`src/rtl/vdpHostPkg.sv`:
```
`timescale 1ns/1ps
package vdpHostPkg;

  // Decoded host accesses, at most one per cycle
  typedef struct packed {
    logic dataRd;
    logic statRd;
    logic dataWr;
    logic cmdWr;
  } hostStrobes_t;

  // Strobes from the sequencer to the datapath
  typedef struct packed {
    logic loadLow;    // hold first command byte
    logic loadPtr;    // load pointer from held byte and second byte
    logic regWr;      // write a control register
    logic vramRd;     // fetch at pointer
    logic vramWr;     // store at pointer
    logic advance;    // step the pointer
    logic capture;    // fetched byte is on vramRdData this cycle
    logic driveData;  // host reads the data port
    logic driveStat;  // host reads the status port
  } dpCtrl_t;

  typedef enum logic [1:0] {
    CMD_RD_SETUP = 2'b00,
    CMD_WR_SETUP = 2'b01,
    CMD_REG_WR   = 2'b10,
    CMD_ILLEGAL  = 2'b11
  } cmdType_e;

endpackage

```
`src/rtl/vdpHostDecode.sv`:
```
`timescale 1ns/1ps
module vdpHostDecode
  import vdpHostPkg::*;
#(
  parameter int          HOST_AW      = 16,
  parameter logic [15:0] RD_DATA_ADDR = 16'h8800,
  parameter logic [15:0] RD_STAT_ADDR = 16'h8802,
  parameter logic [15:0] WR_DATA_ADDR = 16'h8C00,
  parameter logic [15:0] WR_CMD_ADDR  = 16'h8C02
) (
  input  logic [HOST_AW-1:0] hostAddr,
  input  logic               hostRd,
  input  logic               hostWr,
  output hostStrobes_t       strb
);

  always_comb begin
    strb.dataRd = hostRd && (hostAddr == RD_DATA_ADDR[HOST_AW-1:0]);
    strb.statRd = hostRd && (hostAddr == RD_STAT_ADDR[HOST_AW-1:0]);
    strb.dataWr = hostWr && (hostAddr == WR_DATA_ADDR[HOST_AW-1:0]);
    strb.cmdWr  = hostWr && (hostAddr == WR_CMD_ADDR[HOST_AW-1:0]);
  end

  // a single address selects at most one port
  always_comb begin
    p_one_port_r1: assert ($onehot0({strb.dataRd, strb.statRd, strb.dataWr, strb.cmdWr}));
  end

endmodule

```
`src/rtl/vdpHostCtrl.sv`:
```
`timescale 1ns/1ps
module vdpHostCtrl
  import vdpHostPkg::*;
(
  input  logic         clk,
  input  logic         rstN,
  input  hostStrobes_t strb,
  input  logic [1:0]   cmdBits,
  output dpCtrl_t      ctl
);

  logic secondByte;
  logic setupPend;
  logic capturePend;
  logic fetch;
  cmdType_e cmdType;

  assign cmdType = cmdType_e'(cmdBits);
  // a pending read setup yields to a same-cycle data write
  assign fetch   = strb.dataRd || (setupPend && !strb.dataWr);

  always_comb begin
    ctl           = '0;
    ctl.driveData = strb.dataRd;
    ctl.driveStat = strb.statRd;
    if (strb.cmdWr) begin
      if (!secondByte) begin
        ctl.loadLow = 1'b1;
      end else begin
        unique case (cmdType)
          CMD_RD_SETUP: ctl.loadPtr = 1'b1;
          CMD_WR_SETUP: ctl.loadPtr = 1'b1;
          CMD_REG_WR:   ctl.regWr   = 1'b1;
          default:      ;
        endcase
      end
    end
    ctl.vramWr  = strb.dataWr;
    ctl.vramRd  = fetch;
    ctl.advance = strb.dataWr || fetch;
    ctl.capture = capturePend;
  end

  always_ff @(posedge clk) begin
    if (!rstN) begin
      secondByte  <= 1'b0;
      setupPend   <= 1'b0;
      capturePend <= 1'b0;
    end else begin
      if (strb.cmdWr)
        secondByte <= !secondByte;
      else if (strb.dataRd || strb.statRd || strb.dataWr)
        secondByte <= 1'b0;

      if (strb.cmdWr && secondByte && cmdType == CMD_RD_SETUP)
        setupPend <= 1'b1;
      else if (fetch)
        setupPend <= 1'b0;

      capturePend <= fetch;
    end
  end

  // never read and write VRAM in one cycle
  p_rw_excl_r4: assert property (@(posedge clk) disable iff (!rstN)
    !(ctl.vramRd && ctl.vramWr));

  // any status or data access resynchronises the command pair
  p_resync_r9: assert property (@(posedge clk) disable iff (!rstN)
    (strb.dataRd || strb.statRd || strb.dataWr) |=> !secondByte);

  // a read setup is followed by a fetch
  p_setup_fetch_r5: assert property (@(posedge clk) disable iff (!rstN)
    (strb.cmdWr && secondByte && cmdType == CMD_RD_SETUP) |=> ctl.vramRd);

  // each fetch is captured on the next cycle
  p_fetch_capture_r5: assert property (@(posedge clk) disable iff (!rstN)
    ctl.vramRd |=> ctl.capture);

  // the illegal code produces no load and no register write
  p_illegal_idle_r7: assert property (@(posedge clk) disable iff (!rstN)
    (strb.cmdWr && secondByte && cmdType == CMD_ILLEGAL) |=> !setupPend || $past(setupPend));

endmodule

```
`src/rtl/vdpHostDatapath.sv`:
```
`timescale 1ns/1ps
module vdpHostDatapath
  import vdpHostPkg::*;
#(
  parameter int ADDR_W      = 14,
  parameter int NUM_REGS    = 8,
  parameter bit PROG_STEP   = 1'b1,
  parameter int MODE_REG    = 0,
  parameter int MODE_BIT    = 1,
  parameter int STEP_REG    = 7,
  parameter int BLANK_REG   = 1,
  parameter int BLANK_BIT   = 6,
  localparam int HI_BITS    = ADDR_W - 8,
  localparam int SEL_W      = $clog2(NUM_REGS)
) (
  input  logic                  clk,
  input  logic                  rstN,
  input  dpCtrl_t               ctl,
  input  logic [7:0]            hostByte,
  input  logic [7:0]            statusIn,
  input  logic [7:0]            vramRdData,
  output logic [ADDR_W-1:0]     vramAddr,
  output logic [7:0]            vramWrData,
  output logic [7:0]            rdByte,
  output logic [NUM_REGS*8-1:0] ctrlRegs,
  output logic                  blankOut
);

  logic [7:0]        lowByte;
  logic [ADDR_W-1:0] ptr;
  logic [ADDR_W-1:0] stepVal;
  logic [7:0]        readLatch;
  logic [7:0]        regBank [NUM_REGS];
  logic [SEL_W-1:0]  regSel;

  assign regSel = hostByte[SEL_W-1:0];

  generate
    if (PROG_STEP) begin : g_progStep
      always_comb begin
        if (regBank[MODE_REG][MODE_BIT])
          stepVal = {{HI_BITS{regBank[STEP_REG][7]}}, regBank[STEP_REG]};
        else
          stepVal = ADDR_W'(1);
      end
    end else begin : g_fixedStep
      assign stepVal = ADDR_W'(1);
    end
  endgenerate

  always_ff @(posedge clk) begin
    if (!rstN) begin
      lowByte   <= '0;
      ptr       <= '0;
      readLatch <= '0;
      for (int i = 0; i < NUM_REGS; i++) regBank[i] <= '0;
    end else begin
      if (ctl.loadLow) lowByte <= hostByte;
      if (ctl.loadPtr)      ptr <= {hostByte[HI_BITS-1:0], lowByte};
      else if (ctl.advance) ptr <= ptr + stepVal;
      if (ctl.regWr)   regBank[regSel] <= lowByte;
      if (ctl.capture) readLatch <= vramRdData;
    end
  end

  assign vramAddr   = ptr;
  assign vramWrData = hostByte;

  always_comb begin
    if (ctl.driveData)      rdByte = ctl.capture ? vramRdData : readLatch;
    else if (ctl.driveStat) rdByte = statusIn;
    else                    rdByte = '0;
  end

  generate
    for (genvar g = 0; g < NUM_REGS; g++) begin : g_flat
      assign ctrlRegs[g*8 +: 8] = regBank[g];
    end
  endgenerate

  assign blankOut = !regBank[BLANK_REG][BLANK_BIT];

  // register writes leave the pointer alone
  p_reg_keeps_ptr_r6: assert property (@(posedge clk) disable iff (!rstN)
    (ctl.regWr && !ctl.advance) |=> $stable(ptr));

  // the held first byte lands in the low pointer bits
  p_low_byte_r3: assert property (@(posedge clk) disable iff (!rstN)
    ctl.loadPtr |=> ptr[7:0] == $past(lowByte));

  // a unit step from the top address wraps to zero
  p_wrap_r8: assert property (@(posedge clk) disable iff (!rstN)
    (ctl.advance && !ctl.loadPtr && ptr == {ADDR_W{1'b1}} && stepVal == ADDR_W'(1))
    |=> ptr == '0);

  // captured data reaches the latch
  p_latch_r5: assert property (@(posedge clk) disable iff (!rstN)
    ctl.capture |=> readLatch == $past(vramRdData));

endmodule

```
`src/rtl/vdpHostPort.sv`:
```
`timescale 1ns/1ps
module vdpHostPort
  import vdpHostPkg::*;
#(
  parameter int          ADDR_W       = 14,
  parameter int          NUM_REGS     = 8,
  parameter bit          PROG_STEP    = 1'b1,
  parameter logic [15:0] RD_DATA_ADDR = 16'h8800,
  parameter logic [15:0] RD_STAT_ADDR = 16'h8802,
  parameter logic [15:0] WR_DATA_ADDR = 16'h8C00,
  parameter logic [15:0] WR_CMD_ADDR  = 16'h8C02
) (
  input  logic                  clk,
  input  logic                  rstN,
  input  logic [15:0]           hostAddr,
  input  logic                  hostRd,
  input  logic                  hostWr,
  input  logic [15:0]           hostWrData,
  output logic [15:0]           hostRdData,
  output logic                  hostRdOe,
  input  logic [7:0]            statusIn,
  output logic [ADDR_W-1:0]     vramAddr,
  output logic                  vramRdEn,
  input  logic [7:0]            vramRdData,
  output logic                  vramWrEn,
  output logic [7:0]            vramWrData,
  output logic [NUM_REGS*8-1:0] ctrlRegs,
  output logic                  blankOut
);

  hostStrobes_t strb;
  dpCtrl_t      ctl;
  logic [7:0]   rdByte;
  logic         unusedLowLane;

  assign unusedLowLane = ^hostWrData[7:0];

  vdpHostDecode #(
    .HOST_AW(16), .RD_DATA_ADDR(RD_DATA_ADDR), .RD_STAT_ADDR(RD_STAT_ADDR),
    .WR_DATA_ADDR(WR_DATA_ADDR), .WR_CMD_ADDR(WR_CMD_ADDR)
  ) u_decode (
    .hostAddr(hostAddr), .hostRd(hostRd), .hostWr(hostWr), .strb(strb)
  );

  vdpHostCtrl u_ctrl (
    .clk(clk), .rstN(rstN), .strb(strb), .cmdBits(hostWrData[15:14]), .ctl(ctl)
  );

  vdpHostDatapath #(
    .ADDR_W(ADDR_W), .NUM_REGS(NUM_REGS), .PROG_STEP(PROG_STEP)
  ) u_dp (
    .clk(clk), .rstN(rstN), .ctl(ctl), .hostByte(hostWrData[15:8]),
    .statusIn(statusIn), .vramRdData(vramRdData), .vramAddr(vramAddr),
    .vramWrData(vramWrData), .rdByte(rdByte), .ctrlRegs(ctrlRegs),
    .blankOut(blankOut)
  );

  assign hostRdOe   = ctl.driveData || ctl.driveStat;
  assign hostRdData = {rdByte, 8'h00};
  assign vramRdEn   = ctl.vramRd;
  assign vramWrEn   = ctl.vramWr;

  // the bus is driven only during a decoded read
  p_drive_only_on_read_r1: assert property (@(posedge clk) disable iff (!rstN)
    hostRdOe |-> hostRd);

  // the low lane is never driven
  p_low_lane_zero_r2: assert property (@(posedge clk) disable iff (!rstN)
    hostRdData[7:0] == 8'h00);

endmodule

```
`config.mk`:
```
export PLATFORM = sky130hd
export DESIGN_NAME = vdpHostPort
export DESIGN_NICKNAME = d
export VERILOG_FILES = /design/src/rtl/vdpHostPkg.sv /design/src/rtl/vdpHostDecode.sv /design/src/rtl/vdpHostCtrl.sv /design/src/rtl/vdpHostDatapath.sv /design/src/rtl/vdpHostPort.sv
export SDC_FILE = /design/constraint.sdc
export NUM_CORES = 1
export LEC_CHECK = 0
export BUFFER_PORTS_ARGS = -buffer_cell sky130_fd_sc_hd__buf_2
export CORE_MARGIN = 1.5
export CORE_UTILIZATION = 57
export CTS_BUF_LIST = sky130_fd_sc_hd__clkbuf_4 sky130_fd_sc_hd__clkbuf_8
export DETAILED_ROUTE_END_ITERATION = 10
export GPL_TIMING_DRIVEN = 0
export PLACE_DENSITY = 0.95
export SYNTH_ARGS = -nofsm -noshare
export SYNTH_HDL_FRONTEND = slang
export SYNTH_SLANG_ARGS = --single-unit
```
`constraint.sdc`:
```
create_clock -name clk -period 6.4 [get_ports clk]
set_clock_uncertainty 0.05 [all_clocks]
set_input_delay 0.96 -clock clk [delete_from_list [all_inputs] [get_ports clk]]
set_output_delay 0.96 -clock clk [all_outputs]
set_load 0.005 [all_outputs]
```
==> results of run 1 <==
## sequential cells by signal, summed over array words and instances (netlist names)
name,cells
u_ctrl.capturePend,1
u_ctrl.secondByte,1
u_ctrl.setupPend,1
u_dp.lowByte,8
u_dp.readLatch,8
u_dp.regBank,64
u_dp.vramAddr,14
## per-layer routing
layer  share of wire [%]  global-route usage, %
met5                   0                      0
met4                 1.2                  6.841
met3                 7.3                  3.704
met2                  51                  44.64
met1                  41                  31.81
## stage by stage
| stage | util (%) | std cells |
|---|---|---|
| floorplan | - | 441 |
| global placement | 69.13 | 686 |
| detailed placement | 69.13 | 686 |
| CTS | 71.34 | 702 |
| global route | 71.34 | 702 |
| finish | 71.34 | 702 |
## worst max path at each step
stage,start,endpoint,cells past startpoint
2_1_floorplan,hostAddr[7],hostRdData[10],5
3_3_place_gp,hostAddr[7],hostRdData[11],7
3_5_place_dp,hostAddr[7],hostRdData[13],7
4_1_cts,hostAddr[7],hostRdData[15],7
5_1_grt,hostAddr[7],hostRdData[11],7
6_report,hostAddr[7],hostRdData[10],7
## Yosys cell counts, drive strengths merged (5+ instances only)
| cell | n |
|---|---|
| clkbuf | 9 |
| nor4 | 5 |
| mux2i | 25 |
| o211a | 6 |
| nand2 | 23 |
| ha | 7 |
| dfxtp | 33 |
| nor2 | 30 |
| a21oi | 24 |
| and2 | 74 |
| edfxtp | 64 |
| nand2b | 12 |
| buf | 19 |
| nor2b | 16 |
| nor3 | 6 |
| o21ai | 12 |
## final cells by class
class                      count  area, um2  area share, %
timing repair buffer         140      700.7          11.95
buffer                        28      167.7          2.860
clock inverter                 7      57.56         0.9819
clock buffer                   9      123.9          2.113
inverter                       2      7.507         0.1281
tap                          105      131.4          2.241
sequential                    97       2582          44.06
multi-input combinational    314       2091          35.67
## cell families (layout without fill, tap and decap cells)
family / count (synthesis) / in the layout / share of synthesized area, %
compound gates: 67 / 67 / 9.134
other cells: 1 / 8 / 0.07777
fa+ha+maj: 8 / 8 / 2.231
xor+xnor: 7 / 7 / 1.271
buf+inv: 30 / 186 / 3.633
mux: 25 / 25 / 5.189
flops: 97 / 97 / 53.55
simple gates: 199 / 199 / 24.91
## worst max-delay path: stages
cell      delay, ns
buf_2          0.11
nor4b_1        0.50
nand4_1        0.32
or2_2          0.38
clkbuf_1       0.20
nor2_1         0.14
buf_2          0.12
## cells in the final DEF, fill, tap and decap left out, types with 9 or more instances in the layout
master / n
dfxtp_1: 33
and2_1: 74
clkbuf_8: 9
nor2b_1: 16
nand2_1: 23
buf_4: 16
buf_2: 142
a21oi_1: 24
clkbuf_1: 9
mux2i_1: 25
nand2b_1: 12
nor2_1: 30
edfxtp_1: 64
o21ai_0: 12
## power breakdown
| group | internal (mW) | total (mW) | switching (mW) |
|---|---|---|---|
| registers | 0.678 | 0.683 | 0.00524 |
| logic | 0.0351 | 0.0755 | 0.0405 |
| clock network | 0.147 | 0.364 | 0.216 |
==> flow_metrics.env, run 1 <==
export IMPL_cp_start_kind="input pin"
export IMPL_hold_depth=2
export IMPL_clock_latency_ns=0.35
export IMPL_antenna_left=0
export IMPL_antenna_found_initial=0
export IMPL_ys_ff_latch=97
export IMPL_worstHoldStart="u_dp.readLatch[3]"
export IMPL_grt_max_degree=19
export IMPL_finalWirelength_mm=11.15
export IMPL_required_ns=5.39
export IMPL_r2r_cells=9
export IMPL_synth_seq_area_share_pct=53.55
export IMPL_ys_types=54
export IMPL_min_path_type="reg2reg"
export IMPL_critPathMaxFanout=9
export IMPL_syn_inst=434
export IMPL_gp_congestion=0.8840
export IMPL_synth_top_area_share_pct=39.85
export IMPL_grt_pass1_wl_mm=17.08
export IMPL_dpl_instance_area_mm2=0.005680
export IMPL_syn_area_mm2=0.004822
export IMPL_tightestPinTransition_ns=1.137
export IMPL_syn2layout_area_growth_pct=21.56
export IMPL_root_buffer="clkbuf_8"
export IMPL_status="finished clean"
export IMPL_drc=0
export IMPL_routedWlPerCell_um=15.89
export IMPL_cts_tree="built"
export IMPL_yosys_top_cells_area="edfxtp_1 (40%), dfxtp_1 (14%), and2_1 (9.6%)"
export IMPL_clk_pin_slew_ns=0.10
export IMPL_final_nets=652
export IMPL_max_freq_mhz=267.3
export IMPL_cts_max_level=3
export IMPL_cp_end_kind="output port"
export IMPL_leakage_nw=2.608
export IMPL_diodes=0
export IMPL_p_per_area_mw_per_mm2=191.5
export IMPL_grt_use_total_pct=25.13
export IMPL_die_area_mm2=0.009020
export IMPL_slew_viol_final=0
export IMPL_tns_ns=0
export IMPL_drv_cap=0
export IMPL_hold_slack_ns=0.4743
export IMPL_post_place_ws_ns=2.689
export IMPL_slew_limit_headroom_pct=23.39
export IMPL_cts_sinks=97
export IMPL_rr_endpoint="u_dp.vramAddr[12]"
export IMPL_fillers=641
export IMPL_synthArstFlopShare_pct=0
export IMPL_drive_above_1_share_pct=31.66
export IMPL_grt_pass1_vias=3598
export IMPL_totalPowerFinal_mw=1.122
export IMPL_die_w_um=94.98
export IMPL_yosys_warnings=0
export IMPL_dr_pass1_iters=4
export IMPL_setup_violations=0
export IMPL_vias=3865
export IMPL_yosys_area_top_type="edfxtp_1"
export IMPL_clockBufferDepth=2
export IMPL_dpl_hpwl_mm=8.393
export IMPL_synth_edf_count=64
export IMPL_via_per_inst=5.506
export IMPL_cts_resized_gates=0
export IMPL_cp_arrival_ns=2.73
export IMPL_hold_end="u_dp.readLatch[3]"
export IMPL_rsz0062_at_grt="no"
export IMPL_hold_violations=0
export IMPL_ios=158
export IMPL_rows=33
export IMPL_fp_dieH_um=94.98
export IMPL_io_buffers=140
export IMPL_start_util_pct=58.69
export IMPL_synth_flop_cell="edfxtp_1"
export IMPL_period_needed_ns=3.741
export IMPL_grt_ovfl_total=0
export IMPL_cts_setup_buffers=0
export IMPL_r2r_start="u_dp.regBank[0][1]"
export IMPL_avgSynthCellArea_um2=11.11
export IMPL_ir_worst_vdd_v=0.0001295
export IMPL_stdcell_area_mm2=0.005862
export IMPL_numCtsBuffers=9
export IMPL_worst_slack_ns=2.659
export IMPL_fin_crit_sh_pct=58.46
export IMPL_critPathKind="in2out"
export IMPL_core_area_mm2=0.008217
export IMPL_drtIter0Drc=189
export IMPL_postCtsHoldBufs=0
export IMPL_r2r_slack_ns=3.52
No activity file was read; power rests on OpenSTA's default activity.
==> run 2: changes to the inputs <==
- CORE_UTILIZATION: 57 -> 53
- PLACE_DENSITY: 0.95 -> 0.94
- clock period: 6.4 -> 3.6 ns (I/O delays scaled with it)
==> run 2 against run 1 <==
Critical path depth stayed put. Largest power group unchanged. First-iteration DRC count is 6.9% higher. Wire length is 4.0% higher. Total power is 82% higher. Cell count is 0.43% higher. Global-route usage is 0.64 points lower. Critical path type unchanged. Worst hold slack worse by 0.071 ns. Clock-buffer cell count stayed put.
==> flow_metrics.env, run 2 (synthesized netlist as in run 1, its figures left out) <==
export IMPL_finalWirelength_mm=11.61
export IMPL_hold_violations=0
export IMPL_largest_reg_flops=64
export IMPL_antenna_left=0
export IMPL_hold_slack_ns=0.4036
export IMPL_r2r_cells=9
export IMPL_r2r_start="u_dp.regBank[0][1]"
export IMPL_required_ns=3.01
export IMPL_cp_start_kind="input pin"
export IMPL_via_per_inst=5.521
export IMPL_worstHoldStart="vramRdData[4]"
export IMPL_cp_arrival_ns=2.36
export IMPL_r2r_slack_ns=0.77
export IMPL_grt_max_degree=20
export IMPL_start_util_pct=55.03
export IMPL_core_area_mm2=0.008763
export IMPL_critPathMaxFanout=9
export IMPL_fp_dieH_um=98.39
export IMPL_slew_limit_headroom_pct=26.64
export IMPL_layout_commonest_cell="buf_2"
export IMPL_p_per_area_mw_per_mm2=347.7
export IMPL_grt_use_total_pct=24.48
export IMPL_die_area_mm2=0.009680
export IMPL_clk_pin_slew_ns=0.10
export IMPL_syn2layout_area_growth_pct=21.90
export IMPL_fin_crit_sh_pct=81.99
export IMPL_io_buffers=140
export IMPL_p_sw_share_pct=24.73
export IMPL_cts_tree="built"
export IMPL_status="finished clean"
export IMPL_hold_end="u_dp.readLatch[4]"
export IMPL_place_inst=689
export IMPL_cts_setup_buffers=0
export IMPL_final_cell_mix="buf_2 (142), and2_1 (74), edfxtp_1 (64), dfxtp_1 (33), nor2_1 (30)"
export IMPL_ios=158
export IMPL_max_freq_mhz=338.8
export IMPL_cts_max_level=3
export IMPL_regMostFlops="u_dp.regBank"
export IMPL_ir_worst_vdd_v=0.0002164
export IMPL_antenna_found_initial=0
export IMPL_intPower_mw=1.538
export IMPL_hold_depth=3
export IMPL_leakage_nw=2.615
export IMPL_root_buffer="clkbuf_8"
export IMPL_final_nets=652
export IMPL_critPathKind="in2out"
export IMPL_drv_cap=0
export IMPL_stdcell_count=705
export IMPL_cts_sinks=97
export IMPL_cp_end_kind="output port"
export IMPL_combinationalPowerShare_pct=6.6
export IMPL_multi_input_area_mm2=0.002091
export IMPL_dpl_hpwl_mm=8.587
export IMPL_p_switching_uw=505.6
export IMPL_tightestPinTransition_ns=1.089
export IMPL_gp_congestion=0.9260
export IMPL_seqPwrFrac_pct=59.5
export IMPL_grt_pass1_wl_mm=18.59
export IMPL_drive_above_1_share_pct=31.66
export IMPL_cts_resized_gates=0
export IMPL_diodes=0
export IMPL_routedWlPerCell_um=16.46
export IMPL_grt_ovfl_total=0
export IMPL_min_path_type="in2reg"
export IMPL_drtIter0Drc=202
export IMPL_drc=0
export IMPL_dr_pass1_iters=7
export IMPL_grt_pass1_vias=3696
export IMPL_clockBufferDepth=2
export IMPL_rows=34
export IMPL_clock_latency_ns=0.37
export IMPL_setup_violations=0
export IMPL_seqCellArea_mm2=0.002582
export IMPL_postCtsHoldBufs=0
export IMPL_p_clk_share_pct=33.9
export IMPL_tns_ns=0
export IMPL_period_needed_ns=2.952
export IMPL_rsz0062_at_grt="no"
export IMPL_numCtsBuffers=9
export IMPL_vias=3892
export IMPL_fillers=696
export IMPL_rr_endpoint="u_dp.vramAddr[12]"
export IMPL_die_w_um=98.39
export IMPL_slew_viol_final=0
-- run 2: cell types whose count changed in the layout (fill, tap and decap cells not counted), sizes merged --
| cell | before | now |
|---|---|---|
| clkinv | 1 | 2 |
| clkinvlp | 2 | 1 |
-- run 2: worst max path at each step --
stage	startpoint	endpoint	slack [ns]
detailed placement	hostAddr[0]	u_dp.regBank[6][3]	0.42
global route	hostAddr[7]	hostRdData[13]	0.41
finish	hostAddr[7]	hostRdData[8]	0.65
CTS	hostAddr[7]	hostRdData[8]	0.67
global placement	hostAddr[0]	u_dp.regBank[7][5]	0.54
floorplan	hostAddr[7]	u_dp.regBank[6][0]	0.96
-- run 2: layout make-up --
class / count / share of cell area [%]
Clock buffer: 9 / 2.107
Sequential cell: 97 / 43.93
Tap cell: 108 / 2.299
Inverter: 2 / 0.1277
Timing Repair Buffer: 140 / 11.92
Clock inverter: 7 / 1.192
Multi-Input combinational cell: 314 / 35.57
Buffer: 28 / 2.852
-- run 2: per-layer routing --
metal	global-route usage (%)	wire [um]	up-vias	share of wire, %
met5	0	0	-	0
met4	8.992	237	0	2.0
met3	5.870	1050	27	9.0
met2	40.09	5479	218	47
met1	31.74	4839	1804	42
li1	-	-	1843	-
-- run 2: per-stage QoR --
stage / total power [mW] / area, um2 / utilization [%] / setup slack [ns]
floorplan: 1.300 / 4848 / - / 0.9629
global placement: 1.370 / 5684 / 64.86 / 0.5446
detailed placement: 1.377 / 5684 / 64.86 / 0.4172
CTS: 2.049 / 5878 / 67.08 / 0.6651
global route: 2.108 / 5878 / 67.08 / 0.4087
finish: 2.044 / 5878 / 67.08 / 0.6483
-- run 2: worst max-delay path, cell delays in order --
cell and delay (ns):
buf_2 0.10, nor4b_1 0.47, nand4_1 0.36, or2_2 0.38
clkbuf_1 0.21, nor2_1 0.17, buf_2 0.13
-- run 2: power by group through the flow --
stage,clock (mW),combinational [mW],sequential (mW)
after floorplan,0,0.0574,1.24
after global placement,0,0.131,1.24
after detailed placement,0,0.135,1.24
after CTS,0.697,0.136,1.22
after global routing,0.741,0.149,1.22
final,0.693,0.136,1.22
==> run 3: changes to the inputs <==
- clock period: 3.6 -> 2.92 ns (I/O delays scaled with it)
==> run 3 against run 2 <==
Core utilization is 0.26 points higher. Clock power rose by 23%. Sequential share of layout area shrank 0.17 points.
==> flow_metrics.env, run 3 (synthesized netlist as in run 1, its figures left out) <==
export IMPL_status="finished clean"
export IMPL_ir_worst_vdd_v=0.0002667
export IMPL_period_needed_ns=2.739
export IMPL_slew_viol_final=0
export IMPL_fp_dieH_um=98.39
export IMPL_min_path_type="in2reg"
export IMPL_rsz0062_at_grt="no"
export IMPL_die_area_mm2=0.009680
export IMPL_cts_max_level=3
export IMPL_dr_pass1_iters=4
export IMPL_worstHoldStart="vramRdData[4]"
export IMPL_gp_congestion=0.9260
export IMPL_largest_reg_flops=64
export IMPL_postCtsHoldBufs=0
export IMPL_cts_tree="built"
export IMPL_p_clk_share_pct=33.9
export IMPL_final_nets=655
export IMPL_regMostFlops="u_dp.regBank"
export IMPL_p_sw_share_pct=24.72
export IMPL_io_buffers=140
export IMPL_grt_use_total_pct=24.48
export IMPL_clockBufferDepth=2
export IMPL_cp_start_kind="register"
export IMPL_r2r_slack_ns=0.18
export IMPL_clk_pin_slew_ns=0.10
export IMPL_fin_crit_sh_pct=93.81
export IMPL_grt_pass1_vias=3696
export IMPL_dpl_hpwl_mm=8.587
export IMPL_r2r_cells=9
export IMPL_leakage_nw=2.629
export IMPL_cts_sinks=97
export IMPL_core_area_mm2=0.008763
export IMPL_use_met2_pct=40.09
export IMPL_grtUsageMet3_pct=5.870
export IMPL_p_switching_uw=623.1
export IMPL_drv_cap=0
export IMPL_vias=3864
export IMPL_root_buffer="clkbuf_8"
export IMPL_antenna_left=0
export IMPL_critPathKind="reg2reg"
export IMPL_use_met1_pct=31.74
export IMPL_max_freq_mhz=365.1
export IMPL_routedWlPerCell_um=16.39
export IMPL_start_util_pct=55.03
export IMPL_hold_violations=0
export IMPL_seqPwrFrac_pct=59.4
export IMPL_stdcell_count=708
export IMPL_tightestPinTransition_ns=1.074
export IMPL_p_per_area_mw_per_mm2=427.2
export IMPL_ios=158
export IMPL_numCtsBuffers=9
export IMPL_rows=34
export IMPL_cp_arrival_ns=2.96
export IMPL_intPower_mw=1.898
export IMPL_combinationalPowerShare_pct=6.8
export IMPL_rr_endpoint="u_dp.vramAddr[12]"
export IMPL_r2r_start="u_dp.regBank[7][0]"
export IMPL_place_inst=689
export IMPL_drc=0
export IMPL_die_w_um=98.39
export IMPL_required_ns=3.14
export IMPL_diodes=0
export IMPL_final_core_util_pct=67.33
export IMPL_grt_pass1_wl_mm=18.59
export IMPL_grt_busiest_layer="met2"
export IMPL_grt_max_degree=20
export IMPL_via_per_inst=5.458
export IMPL_clock_latency_ns=0.37
export IMPL_setup_violations=0
export IMPL_drtIter0Drc=190
export IMPL_finalWirelength_mm=11.60
export IMPL_cp_end_kind="register"
export IMPL_syn2layout_area_growth_pct=22.37
export IMPL_layout_commonest_cell="buf_2"
export IMPL_slew_limit_headroom_pct=27.64
export IMPL_hold_end="u_dp.readLatch[4]"
export IMPL_critPathMaxFanout=4
export IMPL_hold_slack_ns=0.3010
export IMPL_final_cell_mix="buf_2 (142), and2_1 (74), edfxtp_1 (64), dfxtp_1 (33), nor2_1 (30)"
export IMPL_hold_depth=3
export IMPL_antenna_found_initial=0
export IMPL_grt_ovfl_total=0
export IMPL_drive_above_1_share_pct=32.00
-- run 3: cell types whose count changed in the layout (fill, tap and decap cells not counted), sizes merged --
cell	change
buf	+3
-- run 3: what timing repair did --
| item | CTS | global route |
|---|---|---|
| setup endpoints to repair | 0 | 12 |
| resized for setup | 0 | 0 |
| buffers inserted | 0 | 3 |
| hold endpoints to repair | 0 | 0 |
-- run 3: how the worst max path moves through the flow --
stage	from	slack [ns]	depth (start not counted)	to
final	u_dp.regBank[7][0]	0.18	9	u_dp.vramAddr[12]
after global routing	hostAddr[0]	0.004	6	u_dp.regBank[7][4]
after CTS	u_dp.regBank[0][1]	0.1	9	u_dp.vramAddr[12]
after detailed placement	hostAddr[0]	-0.16	6	u_dp.regBank[6][3]
after floorplan	hostAddr[7]	0.38	4	u_dp.regBank[6][0]
after global placement	hostAddr[0]	-0.03	6	u_dp.regBank[7][5]
-- run 3: routing by layer --
| layer | wire length (um) | vias up | share of wire, % |
|---|---|---|---|
| met5 | 0 | - | 0 |
| met4 | 255 | 0 | 2.2 |
| met3 | 1066 | 26 | 9.2 |
| met2 | 5436 | 197 | 47 |
| met1 | 4843 | 1788 | 42 |
| li1 | - | 1853 | - |
-- run 3: cell type report --
class,count,area (um2)
Fill cell,700,2863
Timing Repair Buffer,143,723.2
Clock buffer,9,123.9
Inverter,2,7.507
Multi-Input combinational cell,314,2091
Sequential cell,97,2582
Tap cell,108,135.1
Clock inverter,7,70.07
Buffer,28,167.7
-- run 3: power groups by stage --
stage / sequential, mW / clock (mW) / combinational, mW
after global placement: 1.53 / 0 / 0.161
after floorplan: 1.53 / 0 / 0.0708
after global routing: 1.50 / 0.914 / 0.186
after detailed placement: 1.53 / 0 / 0.167
final: 1.50 / 0.853 / 0.170
after CTS: 1.50 / 0.860 / 0.167
-- run 3: critical path: stages (launching register included) --
cell and delay [ns]:
edfxtp_1 0.43, nand2b_1 0.17, ha_1 0.22, fa_1 0.44, a211oi_1 0.33, o21ai_0 0.26, and4_1 0.25, a21oi_1 0.17
nor4_1 0.07, o31a_1 0.26
-- run 3: per-stage QoR --
| step | cell area, um2 | worst slack, ns | power (mW) | setup TNS, ns |
|---|---|---|---|---|
| final | 5901 | 0.1809 | 2.521 | 0 |
| after global routing | 5901 | 0.003796 | 2.600 | 0 |
| after CTS | 5878 | 0.09749 | 2.526 | 0 |
| after detailed placement | 5684 | -0.1608 | 1.697 | -2.429 |
| after global placement | 5684 | -0.03343 | 1.690 | -0.3954 |
| after floorplan | 4848 | 0.3849 | 1.602 | 0 |
